===== config.mk =====
export PLATFORM = sky130hd
export DESIGN_NAME = hb_fault_supervisor
export DESIGN_NICKNAME = d
export VERILOG_FILES = /design/src/rtl/hbs_pkg.sv /design/src/rtl/hbs_oc_filter.sv /design/src/rtl/hbs_sleep_timer.sv /design/src/rtl/hbs_fault_latch.sv /design/src/rtl/hbs_power_seq.sv /design/src/rtl/hb_fault_supervisor.sv
export SDC_FILE = /design/constraint.sdc
export NUM_CORES = 1
export LEC_CHECK = 0
export ABC_AREA = 1
export BUFFER_PORTS_ARGS = -buffer_cell sky130_fd_sc_hd__buf_2
export CAP_MARGIN = 20
export CORE_MARGIN = 10
export CORE_UTILIZATION = 45
export CTS_CLUSTER_DIAMETER = 30
export CTS_CLUSTER_SIZE = 16
export DETAILED_ROUTE_END_ITERATION = 10
export HOLD_SLACK_MARGIN = 0.12
export SYNTH_ARGS = -nofsm -noshare
export SYNTH_HDL_FRONTEND = slang
export SYNTH_SLANG_ARGS = --single-unit

===== constraint.sdc =====
create_clock -name clk -period 1.7 [get_ports clk]
set_input_delay 0.17 -clock clk [delete_from_list [all_inputs] [get_ports clk]]
set_output_delay 0.17 -clock clk [all_outputs]
set_load 0.005 [all_outputs]

===== src/rtl/hbs_pkg.sv =====
package hbs_pkg;

  typedef enum logic [1:0] {
    PWR_OFF   = 2'd0,
    PWR_WAKE  = 2'd1,
    PWR_RUN   = 2'd2,
    PWR_SLEEP = 2'd3
  } pwr_state_e;

  function automatic int ns_to_cyc(input int ns, input int mhz);
    int c;
    c = (ns * mhz) / 1000;
    return (c < 1) ? 1 : c;
  endfunction

endpackage


===== src/rtl/hbs_oc_filter.sv =====
module hbs_oc_filter #(
  parameter int DEG_CYC = 450
) (
  input  logic clk,
  input  logic rst,
  input  logic oc_i,
  output logic trip_o
);
  localparam int CW = $clog2(DEG_CYC + 1);

  logic [CW-1:0] run_cnt;

  // count consecutive high samples, saturating so the trip fires once
  always_ff @(posedge clk) begin
    if (rst || !oc_i) begin
      run_cnt <= '0;
    end else if (run_cnt != CW'(DEG_CYC)) begin
      run_cnt <= run_cnt + 1'b1;
    end
  end

  assign trip_o = oc_i && (run_cnt == CW'(DEG_CYC - 1));

  generate
    if (DEG_CYC > 1) begin : g_chk
      // a trip needs the flag to have been high on the previous edge too
      p_trip_after_run_r4: assert property (@(posedge clk) disable iff (rst)
        trip_o |-> $past(oc_i));
    end
  endgenerate

endmodule


===== src/rtl/hbs_sleep_timer.sv =====
module hbs_sleep_timer #(
  parameter int CLR_CYC = 5000,
  parameter int SLP_CYC = 30000
) (
  input  logic clk,
  input  logic rst,
  input  logic sleep_n_i,
  output logic clr_o,
  output logic sleep_go_o
);
  localparam int CW = $clog2(SLP_CYC + 1);

  logic [CW-1:0] low_cnt;

  always_ff @(posedge clk) begin
    if (rst || sleep_n_i) begin
      low_cnt <= '0;
    end else if (low_cnt != CW'(SLP_CYC)) begin
      low_cnt <= low_cnt + 1'b1;
    end
  end

  assign clr_o      = !sleep_n_i && (low_cnt == CW'(CLR_CYC - 1));
  assign sleep_go_o = !sleep_n_i && (low_cnt == CW'(SLP_CYC - 1));

  generate
    if (SLP_CYC > 1) begin : g_chk
      // sleep entry only after a low time longer than one sample
      p_sleep_after_low_r8: assert property (@(posedge clk) disable iff (rst)
        sleep_go_o |-> $past(!sleep_n_i));
    end
  endgenerate

endmodule


===== src/rtl/hbs_fault_latch.sv =====
module hbs_fault_latch #(
  parameter int NCH = 4
) (
  input  logic           clk,
  input  logic           rst,
  input  logic           uv_i,
  input  logic           clr_i,
  input  logic [NCH-1:0] trip_i,
  input  logic           ot_i,
  output logic [NCH-1:0] oc_lat_o,
  output logic           ot_lat_o
);

  genvar ch;
  generate
    for (ch = 0; ch < NCH; ch++) begin : g_ch
      always_ff @(posedge clk) begin
        if (rst || uv_i) begin
          oc_lat_o[ch] <= 1'b0;
        end else if (trip_i[ch]) begin
          oc_lat_o[ch] <= 1'b1;
        end else if (clr_i) begin
          oc_lat_o[ch] <= 1'b0;
        end
      end

      // a latched channel holds until a clear or a supply undervoltage
      p_oc_hold_r3: assert property (@(posedge clk) disable iff (rst)
        (oc_lat_o[ch] && !clr_i && !uv_i) |=> oc_lat_o[ch]);
    end
  endgenerate

  // overtemperature only releases when the flag itself has dropped
  always_ff @(posedge clk) begin
    if (rst || uv_i) begin
      ot_lat_o <= 1'b0;
    end else begin
      ot_lat_o <= ot_i || (ot_lat_o && !clr_i);
    end
  end

  // the latch can only fall on a clear or undervoltage
  p_ot_release_r5: assert property (@(posedge clk) disable iff (rst)
    $fell(ot_lat_o) |-> $past(clr_i || uv_i));

  // a clear cannot release overtemperature while the flag is high
  p_ot_flag_blocks_r7: assert property (@(posedge clk) disable iff (rst)
    (ot_i && !uv_i) |=> ot_lat_o);

endmodule


===== src/rtl/hbs_power_seq.sv =====
module hbs_power_seq
  import hbs_pkg::*;
#(
  parameter int WAKE_CYC = 250000
) (
  input  logic       clk,
  input  logic       rst,
  input  logic       uv_i,
  input  logic       sleep_n_i,
  input  logic       sleep_go_i,
  output pwr_state_e state_o
);
  localparam int CW = $clog2(WAKE_CYC + 1);

  logic [CW-1:0] wake_cnt;

  always_ff @(posedge clk) begin
    if (rst) begin
      state_o  <= PWR_OFF;
      wake_cnt <= '0;
    end else if (uv_i) begin
      state_o  <= PWR_OFF;
      wake_cnt <= '0;
    end else begin
      unique case (state_o)
        PWR_OFF: begin
          state_o  <= PWR_WAKE;
          wake_cnt <= '0;
        end
        PWR_WAKE: begin
          if (sleep_go_i) begin
            state_o <= PWR_SLEEP;
          end else if (wake_cnt == CW'(WAKE_CYC - 1)) begin
            state_o <= PWR_RUN;
          end else begin
            wake_cnt <= wake_cnt + 1'b1;
          end
        end
        PWR_RUN: begin
          if (sleep_go_i) state_o <= PWR_SLEEP;
        end
        PWR_SLEEP: begin
          if (sleep_n_i) begin
            state_o  <= PWR_WAKE;
            wake_cnt <= '0;
          end
        end
        default: state_o <= PWR_OFF;
      endcase
    end
  end

  // running is only reached through the wake interval
  p_run_via_wake_r9: assert property (@(posedge clk) disable iff (rst)
    (state_o == PWR_RUN && $past(state_o) != PWR_RUN) |-> $past(state_o) == PWR_WAKE);

endmodule


===== src/rtl/hb_fault_supervisor.sv =====
module hb_fault_supervisor
  import hbs_pkg::*;
#(
  parameter int NCH      = 4,
  parameter int CLK_MHZ  = 250,
  parameter int OCP_NS   = 1800,
  parameter int CLR_NS   = 20000,
  parameter int SLEEP_NS = 120000,
  parameter int WAKE_NS  = 1000000
) (
  input  logic           clk,
  input  logic           rst,
  input  logic           sleep_n_i,
  input  logic           uv_supply_i,
  input  logic           uv_pump_i,
  input  logic [NCH-1:0] oc_i,
  input  logic           ot_i,
  output logic [NCH-1:0] drv_en_o,
  output logic           pump_en_o,
  output logic           ready_o,
  output logic           fault_n_o
);
  localparam int DEG_CYC  = ns_to_cyc(OCP_NS, CLK_MHZ);
  localparam int CLR_CYC  = ns_to_cyc(CLR_NS, CLK_MHZ);
  localparam int SLP_CYC  = ns_to_cyc(SLEEP_NS, CLK_MHZ);
  localparam int WAKE_CYC = ns_to_cyc(WAKE_NS, CLK_MHZ);

  logic [NCH-1:0] trip;
  logic [NCH-1:0] oc_lat;
  logic           ot_lat;
  logic           clr_req;
  logic           sleep_go;
  pwr_state_e     pstate;

  genvar ch;
  generate
    for (ch = 0; ch < NCH; ch++) begin : g_filt
      hbs_oc_filter #(.DEG_CYC(DEG_CYC)) u_filt (
        .clk    (clk),
        .rst    (rst),
        .oc_i   (oc_i[ch]),
        .trip_o (trip[ch])
      );
    end
  endgenerate

  hbs_sleep_timer #(.CLR_CYC(CLR_CYC), .SLP_CYC(SLP_CYC)) u_slp (
    .clk        (clk),
    .rst        (rst),
    .sleep_n_i  (sleep_n_i),
    .clr_o      (clr_req),
    .sleep_go_o (sleep_go)
  );

  hbs_fault_latch #(.NCH(NCH)) u_lat (
    .clk      (clk),
    .rst      (rst),
    .uv_i     (uv_supply_i),
    .clr_i    (clr_req),
    .trip_i   (trip),
    .ot_i     (ot_i),
    .oc_lat_o (oc_lat),
    .ot_lat_o (ot_lat)
  );

  hbs_power_seq #(.WAKE_CYC(WAKE_CYC)) u_seq (
    .clk        (clk),
    .rst        (rst),
    .uv_i       (uv_supply_i),
    .sleep_n_i  (sleep_n_i),
    .sleep_go_i (sleep_go),
    .state_o    (pstate)
  );

  logic running;
  logic powered;
  logic all_off;

  assign running = (pstate == PWR_RUN);
  assign powered = (pstate == PWR_RUN) || (pstate == PWR_WAKE);
  assign all_off = uv_supply_i || uv_pump_i || ot_lat;

  always_ff @(posedge clk) begin
    if (rst) begin
      drv_en_o  <= '0;
      pump_en_o <= 1'b0;
      ready_o   <= 1'b0;
      fault_n_o <= 1'b1;
    end else begin
      drv_en_o  <= {NCH{running && !all_off}} & ~oc_lat;
      pump_en_o <= powered && !uv_supply_i && !ot_lat;
      ready_o   <= running && !uv_supply_i;
      fault_n_o <= !(uv_supply_i || uv_pump_i || ot_lat || (|oc_lat));
    end
  end

  // supply undervoltage darkens everything on the next edge
  p_uv_dark_r1: assert property (@(posedge clk) disable iff (rst)
    uv_supply_i |=> (drv_en_o == '0 && !pump_en_o && !ready_o && !fault_n_o));

  // pump undervoltage stops drive and reports a fault
  p_cpuv_stop_r2: assert property (@(posedge clk) disable iff (rst)
    uv_pump_i |=> (drv_en_o == '0 && !fault_n_o));

  // no drive while not ready
  p_notready_nodrive_r9: assert property (@(posedge clk) disable iff (rst)
    !ready_o |-> drv_en_o == '0);

  // any channel held off while ready must be reported as a fault
  p_partial_drive_fault_r3: assert property (@(posedge clk) disable iff (rst)
    (ready_o && drv_en_o != {NCH{1'b1}}) |-> !fault_n_o);

endmodule


==> results of run 1 <==
registers in the layout, indices dropped and copies added (netlist names):
register / count
g_filt.u_filt.run_cnt: 36
u_seq.wake_cnt: 18
u_slp.low_cnt: 15
drv_en_o: 4
u_lat.oc_lat_o: 4
u_seq.state_o: 2
fault_n_o: 1
pump_en_o: 1
ready_o: 1
u_lat.ot_lat_o: 1
metal layers:
metal  wire (um)  share of wire (%)  vias up  global-route usage, %
met3         352                3.9       12                  2.956
li1            -                  -     2080                      -
met2        3999                 44       59                  21.41
met1        4595                 51     1786                  17.62
met4         123                1.4        0                  4.860
met5           0                  0        -                      0
logic make-up (layout without fill, tap and decap cells):
group / count (synthesis) / after routing
compound gates: 111 / 111
xor+xnor: 7 / 7
fa+ha+maj: 18 / 18
buf+inv: 94 / 147
flops: 83 / 83
simple gates: 300 / 301
placed cells by master, fill, tap and decap left out, types with 5 or more instances in the layout:
master,instances
sky130_fd_sc_hd__a211oi_1,5
sky130_fd_sc_hd__a21oi_1,60
sky130_fd_sc_hd__a21oi_2,6
sky130_fd_sc_hd__buf_2,16
sky130_fd_sc_hd__buf_4,25
sky130_fd_sc_hd__clkbuf_8,11
sky130_fd_sc_hd__dfxtp_1,83
sky130_fd_sc_hd__ha_1,17
sky130_fd_sc_hd__inv_1,85
sky130_fd_sc_hd__nand2_1,133
sky130_fd_sc_hd__nand3_1,29
sky130_fd_sc_hd__nand4_1,13
sky130_fd_sc_hd__nor2_1,75
sky130_fd_sc_hd__nor2_2,9
sky130_fd_sc_hd__nor3_1,28
sky130_fd_sc_hd__o21ai_0,35
sky130_fd_sc_hd__xor2_1,6
worst max-delay path: stages (launching register included):
cell,delay [ns]
sky130_fd_sc_hd__dfxtp_1,0.35
sky130_fd_sc_hd__ha_1,0.21
sky130_fd_sc_hd__nand3_2,0.10
sky130_fd_sc_hd__nor2_2,0.17
sky130_fd_sc_hd__nand4_2,0.12
sky130_fd_sc_hd__buf_4,0.18
sky130_fd_sc_hd__nand3_4,0.15
sky130_fd_sc_hd__nor2_1,0.05
sky130_fd_sc_hd__nor2_1,0.09
sky130_fd_sc_hd__nor2_1,0.04
repair_timing:
action / 4_1_cts / 5_1_grt
setup buffers: 0 / 2
pin swaps: 0 / 3
cloned: 0 / 1
setup endpoints to repair: 12 / 22
hold buffers: 1 / 0
endpoints found under the hold margin: 1 / 0
gates resized for setup: 1 / 11
area by class of cell:
cell class	instances	area, um2
Inverter	88	330.3
Fill cell	923	4343
Tap cell	111	138.9
Clock buffer	12	155.1
Clock inverter	4	33.78
Sequential cell	83	1662
Multi-Input combinational cell	437	2236
Timing Repair Buffer	43	297.8
metrics by stage:
step           instance area (um2)  utilization [%]
2_1_floorplan                 4232                -
3_3_place_gp                  4582            49.82
3_5_place_dp                  4582            49.82
4_1_cts                       4786            52.04
5_1_grt                       4853            52.78
6_report                      4853            52.78
where the power goes:
part / total, mW / switching, mW / internal [mW]
clock: 1.38 / 0.757 / 0.623
combinational: 0.323 / 0.200 / 0.123
sequential: 2.00 / 0.0244 / 1.97
path summary, 6_finish.rpt:
kind | start | endpoint | slack [ns] | depth (start not counted)
setup / recovery | u_seq.wake_cnt[1] | u_seq.wake_cnt[14] | 0.14 | 9
hold / removal | uv_pump_i | fault_n_o | 0.13 | 4
setup reg to reg | u_seq.wake_cnt[1] | u_seq.wake_cnt[14] | 0.14 | 9
hold reg to reg | u_lat.oc_lat_o[1] | drv_en_o[1] | 0.45 | 1
==> flow_summary_export.csv, run 1 <==
group,metric,value,unit
run_status,run_status,"complete, no violations",
global_routing,wire_length_of_the_first_global_routing_pass,15.18,mm
synth,yosys_most_used_dff,"sky130_fd_sc_hd__dfxtp_1",
synth,netlist-cell-type-count,30,
synth,syn_area,4232,um2
sta,setup-tns-final,0,ns
cts,worst_skew_pair.late_latency,0.35,ns
cells_and_area,drive_gt1_share,12.74,%
synth,synth_warnings,0,
synth,yosys.area.top_type,"sky130_fd_sc_hd__dfxtp_1",
critical_path,cp_max_fo,9,
cts,cts_num_sinks,83,
sta,final_max_slew_viol_count,0,
critical_path,worst_setup_path_end_kind,"register",
floorplanning,start_util,46.01,%
critical_path,critical_path_class,"reg2reg",
critical_path,start_kind,"register",
pwr,peak_vdd_ir,0.4116,mV
synth,netlist_top_cells_count,"sky130_fd_sc_hd__nand2_1, sky130_fd_sc_hd__inv_1, sky130_fd_sc_hd__dfxtp_1, sky130_fd_sc_hd__nor2_1, sky130_fd_sc_hd__a21oi_1",
cts,tritoncts,"built",
synth,post_synthesis_simple_gate_area_fraction,30.66,%
cells_and_area,stdcell_count,778,
synth,yosysSeqAreaShare,39.27,%
sta,fmax,639.5,MHz
cts,cts-buffers-inserted,9,
placed_design,dp_worst_setup_slack,-0.04278,ns
floorplanning,area_of_the_die,13680,um2
drt,via_per_inst,5.060,
synth,synth_area_leaders,"sky130_fd_sc_hd__dfxtp_1, sky130_fd_sc_hd__nand2_1, sky130_fd_sc_hd__inv_1",
sta,report.final.hold_viol_count,0,
cts,cts-root-to-sink-buffers,2,
drt,route.final.wire_length,9.070,mm
critical_path,cp.arrival,1.82,ns
pwr,cellLeakagePower,1.870,nW
cts,clock_tree.root_cell,"sky130_fd_sc_hd__clkbuf_8",
sta,post-route-period-util,91.98,%
floorplanning,die_x,117.0,um
drt,antenna_violating_nets_post_route,0,
synth,post_synth_edffs,0,
cells_and_area,nets,690,
drt,dr.first_iter.drc_count,192,
synth,avgSynthCellArea,6.903,um2
global_routing,grt.overflow.total,0,
cts,h-tree-depth,3,
sta,setup_ws,0.1363,ns
floorplanning,floorplan.io_pins,17,
synth,main_combinational_cell_family_by_area_after_synthesis,"simple AND/OR/NAND/NOR gates",
sta,slew_headroom,72.10,%
floorplanning,die_h,117.0,um
synth,yosys.area.top_type_share,39.27,%
synth,adder_cell_fraction_of_synth_area,5.322,%
pwr,p_per_area,761.8,nW/um2
critical_path,worst_ep_required_time,1.95,ns
synth,synth_async_sr_flop_share,0,%
worst_hold_path,worst_hold_path_type,"in2reg",
floorplanning,rows,35,
pwr,power.total,3.697,mW
placed_design,placer_congestion_estimate,0.8651,
synth,synthXorXnorAreaFrac,1.449,%
drt,avgRoutedWirePerCell,11.66,um
drt,drt_first_pass_iters,6,
global_routing,grt_antenna_before_repair,0,
global_routing,first_global_vias,3463,
drt,via_total_after_detailed_routing,3937,
cells_and_area,areaGrowthSynthToFinish,14.70,%
synth,synth_compound_gate_area_share,14.34,%
synth,postSynthRegisterBits,83,
placed_design,numPortBuffers,16,
placed_design,dp_hpwl,6.843,mm
cells_and_area,num_antenna_cells,0,
sta,post-route-min-period,1.564,ns
synth,synth_mux_area_share,0,%
sta,setup_repair_after_global_routing_missed_its_margin,"yes",
synth,syn-num-nets,641,
sta,worst_slew_pin_slew,0.4169,ns
synth,post-synth-top-count-cell,"sky130_fd_sc_hd__nand2_1",
placed_design,place.detailed.instances,758,
global_routing,grt_start_max_net_pins,19,
global_routing,grtUsageTotal,13.50,%
cts,path_clk_slew,0.09,ns
sta,hold-worst-slack,0.1329,ns
sta,timing.final.setup_violations,0,
floorplanning,placeableCoreArea,9196,um2
drt,drt_drc_violations_left,0,
job,timing.max_cap.violations,0,
synth,synthCells,613,
sta,final.setup_skew,0.007064,ns
(Power assumes the default switching activity.)
==> run 2: changes to the inputs <==
--- a/config.mk
+++ b/config.mk
@@ -8,6 +8,7 @@
 export ABC_AREA = 1
 export BUFFER_PORTS_ARGS = -buffer_cell sky130_fd_sc_hd__buf_2
 export CAP_MARGIN = 20
+export CORE_ASPECT_RATIO = 0.5
 export CORE_MARGIN = 10
 export CORE_UTILIZATION = 45
 export CTS_CLUSTER_DIAMETER = 30
==> flow_summary_export.csv, run 2 (synthesis gave the netlist of run 1 again) <==
group,metric,value,unit
pwr,peak_vdd_ir,0.5259,mV
cells_and_area,num_antenna_cells,0,
cells_and_area,multiInputGateArea,2266,um2
pwr,cellLeakagePower,1.904,nW
cells_and_area,area_used_by_sequential_logic_in_the_layout,1662,um2
floorplanning,placeableCoreArea,8919,um2
cts,cts_num_sinks,83,
drt,drt_first_pass_iters,4,
cts,path_clk_slew,0.06,ns
global_routing,grt_start_max_net_pins,19,
drt,via_per_inst,4.926,
critical_path,worst_path_most_repeated_cell,"sky130_fd_sc_hd__nand2_1",
critical_path,cp.arrival,1.85,ns
job,timing.max_cap.violations,0,
critical_path,worst_setup_path_end_kind,"register",
placed_design,dp_hpwl,6.872,mm
floorplanning,start_util,47.45,%
drt,avgRoutedWirePerCell,12.02,um
cells_and_area,most_common_cell_after_layout_fill_and_taps_aside,"sky130_fd_sc_hd__nand2_1",
sta,timing.final.setup_violations,0,
pwr,p_per_area,831.2,nW/um2
cts,cts-buffers-inserted,9,
placed_design,placer_congestion_estimate,0.8230,
cells_and_area,drive_gt1_share,13.08,%
global_routing,grt_antenna_before_repair,0,
drt,via_total_after_detailed_routing,3852,
drt,route.final.wire_length,9.400,mm
floorplanning,area_of_the_die,13920,um2
cells_and_area,nets,689,
critical_path,cp_slowest_cell,"sky130_fd_sc_hd__dfxtp_1",
cells_and_area,largest_register_ffs,36,
cells_and_area,areaGrowthSynthToFinish,17.27,%
drt,drt_drc_violations_left,0,
placed_design,place.detailed.instances,764,
cells_and_area,layout.cells.most_common_list,"sky130_fd_sc_hd__nand2_1, sky130_fd_sc_hd__inv_1, sky130_fd_sc_hd__dfxtp_1, sky130_fd_sc_hd__nor2_1, sky130_fd_sc_hd__a21oi_1",
sta,setup_repair_after_global_routing_missed_its_margin,"yes",
floorplanning,die_x,157.1,um
critical_path,worst_ep_required_time,1.98,ns
cells_and_area,biggestRegsByFlops,"g_filt.u_filt.run_cnt (36), u_seq.wake_cnt (18), u_slp.low_cnt (15)",
cts,worst_skew_pair.late_latency,0.34,ns
global_routing,first_global_vias,3686,
run_status,run_status,"complete, no violations",
critical_path,start_kind,"register",
sta,report.final.hold_viol_count,0,
sta,post-route-min-period,1.571,ns
placed_design,numPortBuffers,16,
cells_and_area,stdcell_count,782,
critical_path,critical_path_class,"reg2reg",
global_routing,grtUsageTotal,14.38,%
sta,hold-worst-slack,0.1280,ns
global_routing,grt.overflow.total,0,
cells_and_area,final.fill_count,891,
floorplanning,floorplan.io_pins,17,
sta,slew_headroom,70.19,%
floorplanning,rows,24,
cts,cts-root-to-sink-buffers,2,
worst_hold_path,worst_hold_path_type,"in2reg",
global_routing,wire_length_of_the_first_global_routing_pass,16.52,mm
cts,tritoncts,"built",
sta,worst_slew_pin_slew,0.4454,ns
sta,fmax,636.5,MHz
cells_and_area,registers.top_by_ff_count,"g_filt.u_filt.run_cnt",
drt,dr.first_iter.drc_count,175,
cts,h-tree-depth,3,
critical_path,timing.critical_path.cells,"inv_2 > nor2_2 > nand2_1 > nor2_4 > nand3_4 > nand2_4 > nor2_4 > buf_12 > nand2_1 > nand2_1 > nor2_1",
sta,final.setup_skew,0.005965,ns
sta,post-route-period-util,92.42,%
critical_path,cp_slowest_stage_delay,0.41,ns
sta,final_max_slew_viol_count,0,
floorplanning,die_h,88.57,um
critical_path,cp_max_fo,13,
drt,antenna_violating_nets_post_route,0,
cts,clock_tree.root_cell,"sky130_fd_sc_hd__clkbuf_16",
## run 2: changes by cell type in the layout (fill, tap and decap cells not counted), moves of 2 or more
| cell | delta |
|---|---|
| sky130_fd_sc_hd__clkbuf_16 | +9 |
| sky130_fd_sc_hd__clkbuf_8 | -11 |
| sky130_fd_sc_hd__clkinv_2 | +2 |
| sky130_fd_sc_hd__nand2_1 | -2 |
| sky130_fd_sc_hd__nor2_4 | +2 |
## run 2: layer usage
metal / vias up / global-route usage, % / part of all wire [%]
met5: - / 0 / 0
met4: 0 / 3.288 / 0.89
met3: 8 / 4.358 / 3.3
met2: 30 / 24.14 / 46
met1: 1724 / 17.96 / 50
li1: 2090 / - / -
## run 2: path summary, 6_finish.rpt
kind | start | end | slack, ns | cells past startpoint
worst max-delay path | u_slp.low_cnt[8] | u_seq.wake_cnt[14] | 0.13 | 11
worst min-delay path | uv_pump_i | fault_n_o | 0.13 | 4
worst max register to register | u_slp.low_cnt[8] | u_seq.wake_cnt[14] | 0.13 | 11
worst min register to register | u_lat.oc_lat_o[2] | drv_en_o[2] | 0.44 | 1
## run 2: per-stage QoR
| step | setup slack, ns | cell area, um2 | setup TNS (ns) | power, mW | util, % |
|---|---|---|---|---|---|
| final | 0.1289 | 4962 | 0 | 4.125 | 55.64 |
| after global routing | -0.01330 | 4962 | -0.03867 | 4.314 | 55.64 |
| after CTS | 0.04467 | 4875 | 0 | 4.151 | 54.66 |
| after detailed placement | -0.08439 | 4589 | -0.6938 | 2.346 | 51.46 |
| after global placement | -0.04103 | 4589 | -0.1940 | 2.346 | 51.46 |
| after floorplan | 0.1720 | 4232 | 0 | 2.249 | - |
## run 2: area by class of cell
type,instances,share of cell area (%)
clock buffer,9,4.539
clock inverter,6,0.8573
timing repair buffer,42,5.850
tap,117,2.950
multi-input combinational,437,45.66
inverter,88,6.657
sequential,83,33.48
## run 2: critical path, delay by kind of cell, from the launching register on
family	cells	cell delay, ns
buffers and inverters	2	0.21
flip-flops	1	0.41
AND/OR/NAND/NOR	9	0.88
## run 2: timing repair
item,4_1_cts,5_1_grt
gates cloned,0,1
hold endpoints to repair,1,0
hold buffers,1,0
buffers inserted,0,1
pin swaps,0,3
resized for setup,2,17
endpoints found under the setup margin,13,23
## run 2: power breakdown
group	internal, mW	switching, mW
clock network	0.983	0.808
logic	0.131	0.205
registers	1.97	0.0238
total	3.09	1.04
==> run 3: changes to the inputs <==
--- a/config.mk
+++ b/config.mk
@@ -10,11 +10,13 @@
 export CAP_MARGIN = 20
 export CORE_ASPECT_RATIO = 0.5
 export CORE_MARGIN = 10
-export CORE_UTILIZATION = 45
+export CORE_UTILIZATION = 55
 export CTS_CLUSTER_DIAMETER = 30
 export CTS_CLUSTER_SIZE = 16
 export DETAILED_ROUTE_END_ITERATION = 10
 export HOLD_SLACK_MARGIN = 0.12
+export MAX_ROUTING_LAYER = met4
+export PLACE_DENSITY = 0.72
 export SYNTH_ARGS = -nofsm -noshare
 export SYNTH_HDL_FRONTEND = slang
 export SYNTH_SLANG_ARGS = --single-unit
==> flow_summary_export.csv, run 3 (synthesis gave the netlist of run 1 again) <==
group,metric,value,unit
global_routing,grt.overflow.total,0,
cells_and_area,layout.cells.most_common_list,"sky130_fd_sc_hd__nand2_1, sky130_fd_sc_hd__inv_1, sky130_fd_sc_hd__dfxtp_1, sky130_fd_sc_hd__nor2_1, sky130_fd_sc_hd__a21oi_1",
critical_path,critical_path_class,"reg2reg",
critical_path,cp_slowest_stage_delay,0.34,ns
sta,final.setup_skew,0.004211,ns
sta,post-route-min-period,1.561,ns
sta,setup-tns-final,0,ns
global_routing,first_global_vias,3538,
global_routing,grtUsageTotal,16.35,%
critical_path,cp-endpoint,"u_seq.wake_cnt[14]",
critical_path,r2r_slack,0.14,ns
critical_path,worst_setup_path_end_kind,"register",
floorplanning,area_of_the_die,11820,um2
critical_path,startpoint,"u_slp.low_cnt[1]",
pwr,power.total,4.189,mW
pwr,p_per_area,864.8,nW/um2
placed_design,dpl_cell_area,4486,um2
critical_path,start_kind,"register",
sta,report.final.hold_viol_count,0,
global_routing,grt_antenna_before_repair,0,
global_routing,grt_start_max_net_pins,20,
pwr,cellLeakagePower,1.854,nW
placed_design,dp_hpwl,6.350,mm
cts,worst_skew_pair.late_latency,0.34,ns
cells_and_area,most_common_cell_after_layout_fill_and_taps_aside,"sky130_fd_sc_hd__nand2_1",
cells_and_area,stdcell_count,753,
sta,final_max_slew_viol_count,0,
placed_design,dp_worst_setup_slack,0.09158,ns
critical_path,cp_max_fo,14,
sta,setup_ws,0.1389,ns
critical_path,cp_top_family,"simple AND/OR/NAND/NOR gates",
drt,antenna_violating_nets_post_route,0,
drt,drt_drc_violations_left,0,
cts,cts-root-to-sink-buffers,2,
run_status,run_status,"complete, no violations",
cells_and_area,finish.utilization,65.41,%
placed_design,placer_congestion_estimate,0.8658,
sta,worst_slew_pin_slew,0.3947,ns
cells_and_area,multiInputGateArea,2208,um2
drt,via_per_inst,5.097,
drt,avgRoutedWirePerCell,11.67,um
floorplanning,placeableCoreArea,7405,um2
critical_path,worst_path_most_repeated_cell,"sky130_fd_sc_hd__nand2_1",
critical_path,reg2reg_depth,10,
critical_path,cp.arrival,1.85,ns
critical_path,cp_slowest_cell,"sky130_fd_sc_hd__dfxtp_1",
placed_design,place.detailed.instances,731,
cts,h-tree-depth,3,
floorplanning,die_h,82.03,um
floorplanning,start_util,57.15,%
floorplanning,rows,22,
drt,dr.first_iter.drc_count,195,
critical_path,timing.critical_path.depth,10,
cells_and_area,num_antenna_cells,0,
critical_path,crit-reg2reg-launch,"u_slp.low_cnt[1]",
cells_and_area,drive_gt1_share,11.42,%
cts,cts_num_sinks,83,
global_routing,wire_length_of_the_first_global_routing_pass,15.14,mm
cells_and_area,areaGrowthSynthToFinish,14.46,%
cts,tritoncts,"built",
sta,timing.final.setup_violations,0,
sta,fmax,640.6,MHz
drt,drt_first_pass_iters,5,
placed_design,numPortBuffers,16,
worst_hold_path,worst_hold_path_type,"in2reg",
cts,clock_tree.root_cell,"sky130_fd_sc_hd__clkbuf_16",
drt,via_total_after_detailed_routing,3838,
cells_and_area,area_used_by_sequential_logic_in_the_layout,1662,um2
cells_and_area,largest_register_ffs,36,
pwr,peak_vdd_ir,0.5480,mV
cts,cts-buffers-inserted,9,
critical_path,worst_r2r_endpoint,"u_seq.wake_cnt[14]",
floorplanning,floorplan.io_pins,17,
cells_and_area,nets,680,
sta,post-route-period-util,91.83,%
critical_path,cp.buffers_inverters,1,
job,timing.max_cap.violations,0,
sta,hold-worst-slack,0.1383,ns
cells_and_area,biggestRegsByFlops,"g_filt.u_filt.run_cnt (36), u_seq.wake_cnt (18), u_slp.low_cnt (15)",
drt,route.final.wire_length,8.784,mm
cells_and_area,final.fill_count,667,
cells_and_area,final_area,4843,um2
sta,slew_headroom,73.59,%
critical_path,timing.critical_path.cells,"ha_1 > nand3_2 > nor2_2 > nand3_2 > nand2_1 > nor2_2 > buf_12 > nand2_1 > nand2_1 > nor2_1",
critical_path,worst_ep_required_time,1.99,ns
cells_and_area,registers.top_by_ff_count,"g_filt.u_filt.run_cnt",
cts,path_clk_slew,0.06,ns
floorplanning,die_x,144.0,um
==> run 3: worst min path at each step <==
stage | slack (ns) | to | start | depth (start not counted)
after detailed placement | 0.40 | u_lat.ot_lat_o | ot_i | 3
after CTS | 0.13 | fault_n_o | uv_supply_i | 4
final | 0.14 | fault_n_o | uv_supply_i | 4
after floorplan | 0.29 | fault_n_o | rst | 2
after global placement | 0.38 | u_lat.ot_lat_o | ot_i | 3
after global routing | 0.17 | fault_n_o | uv_supply_i | 4
==> run 3: routing by layer <==
metal,wire length (um),track usage [%],share of wire [%]
met5,0,-,0
met1,4271,18.40,49
met4,176,5.870,2.0
met3,285,5.009,3.2
met2,4051,27.37,46
==> run 3: report_power, final <==
group / internal (mW) / total [mW] / switching (mW)
Sequential: 1.97 / 2.00 / 0.0247
Combinational: 0.124 / 0.320 / 0.196
Clock: 1.04 / 1.87 / 0.827
==> run 3: what timing repair did <==
item / in CTS / in global routing
hold buffers: 2 / 0
endpoints found under the hold margin: 2 / 0
setup buffers: 0 / 4
setup endpoints to repair: 0 / 23
gates resized for setup: 0 / 8
==> run 3: tightest hold or removal path, cell delays in order <==
cell                      delay, ns
sky130_fd_sc_hd__buf_2         0.09
sky130_fd_sc_hd__nor3_1        0.06
sky130_fd_sc_hd__nand2_1       0.06
sky130_fd_sc_hd__nand2_1       0.04
==> run 3: area by class of cell <==
type | count | share of cell area [%]
clock buffers | 10 | 4.934
clock inverters | 6 | 0.9817
inverters | 88 | 6.897
multi-input cells | 436 | 45.60
flip-flops and latches | 83 | 34.31
well taps | 96 | 2.480
repair buffers | 34 | 4.805
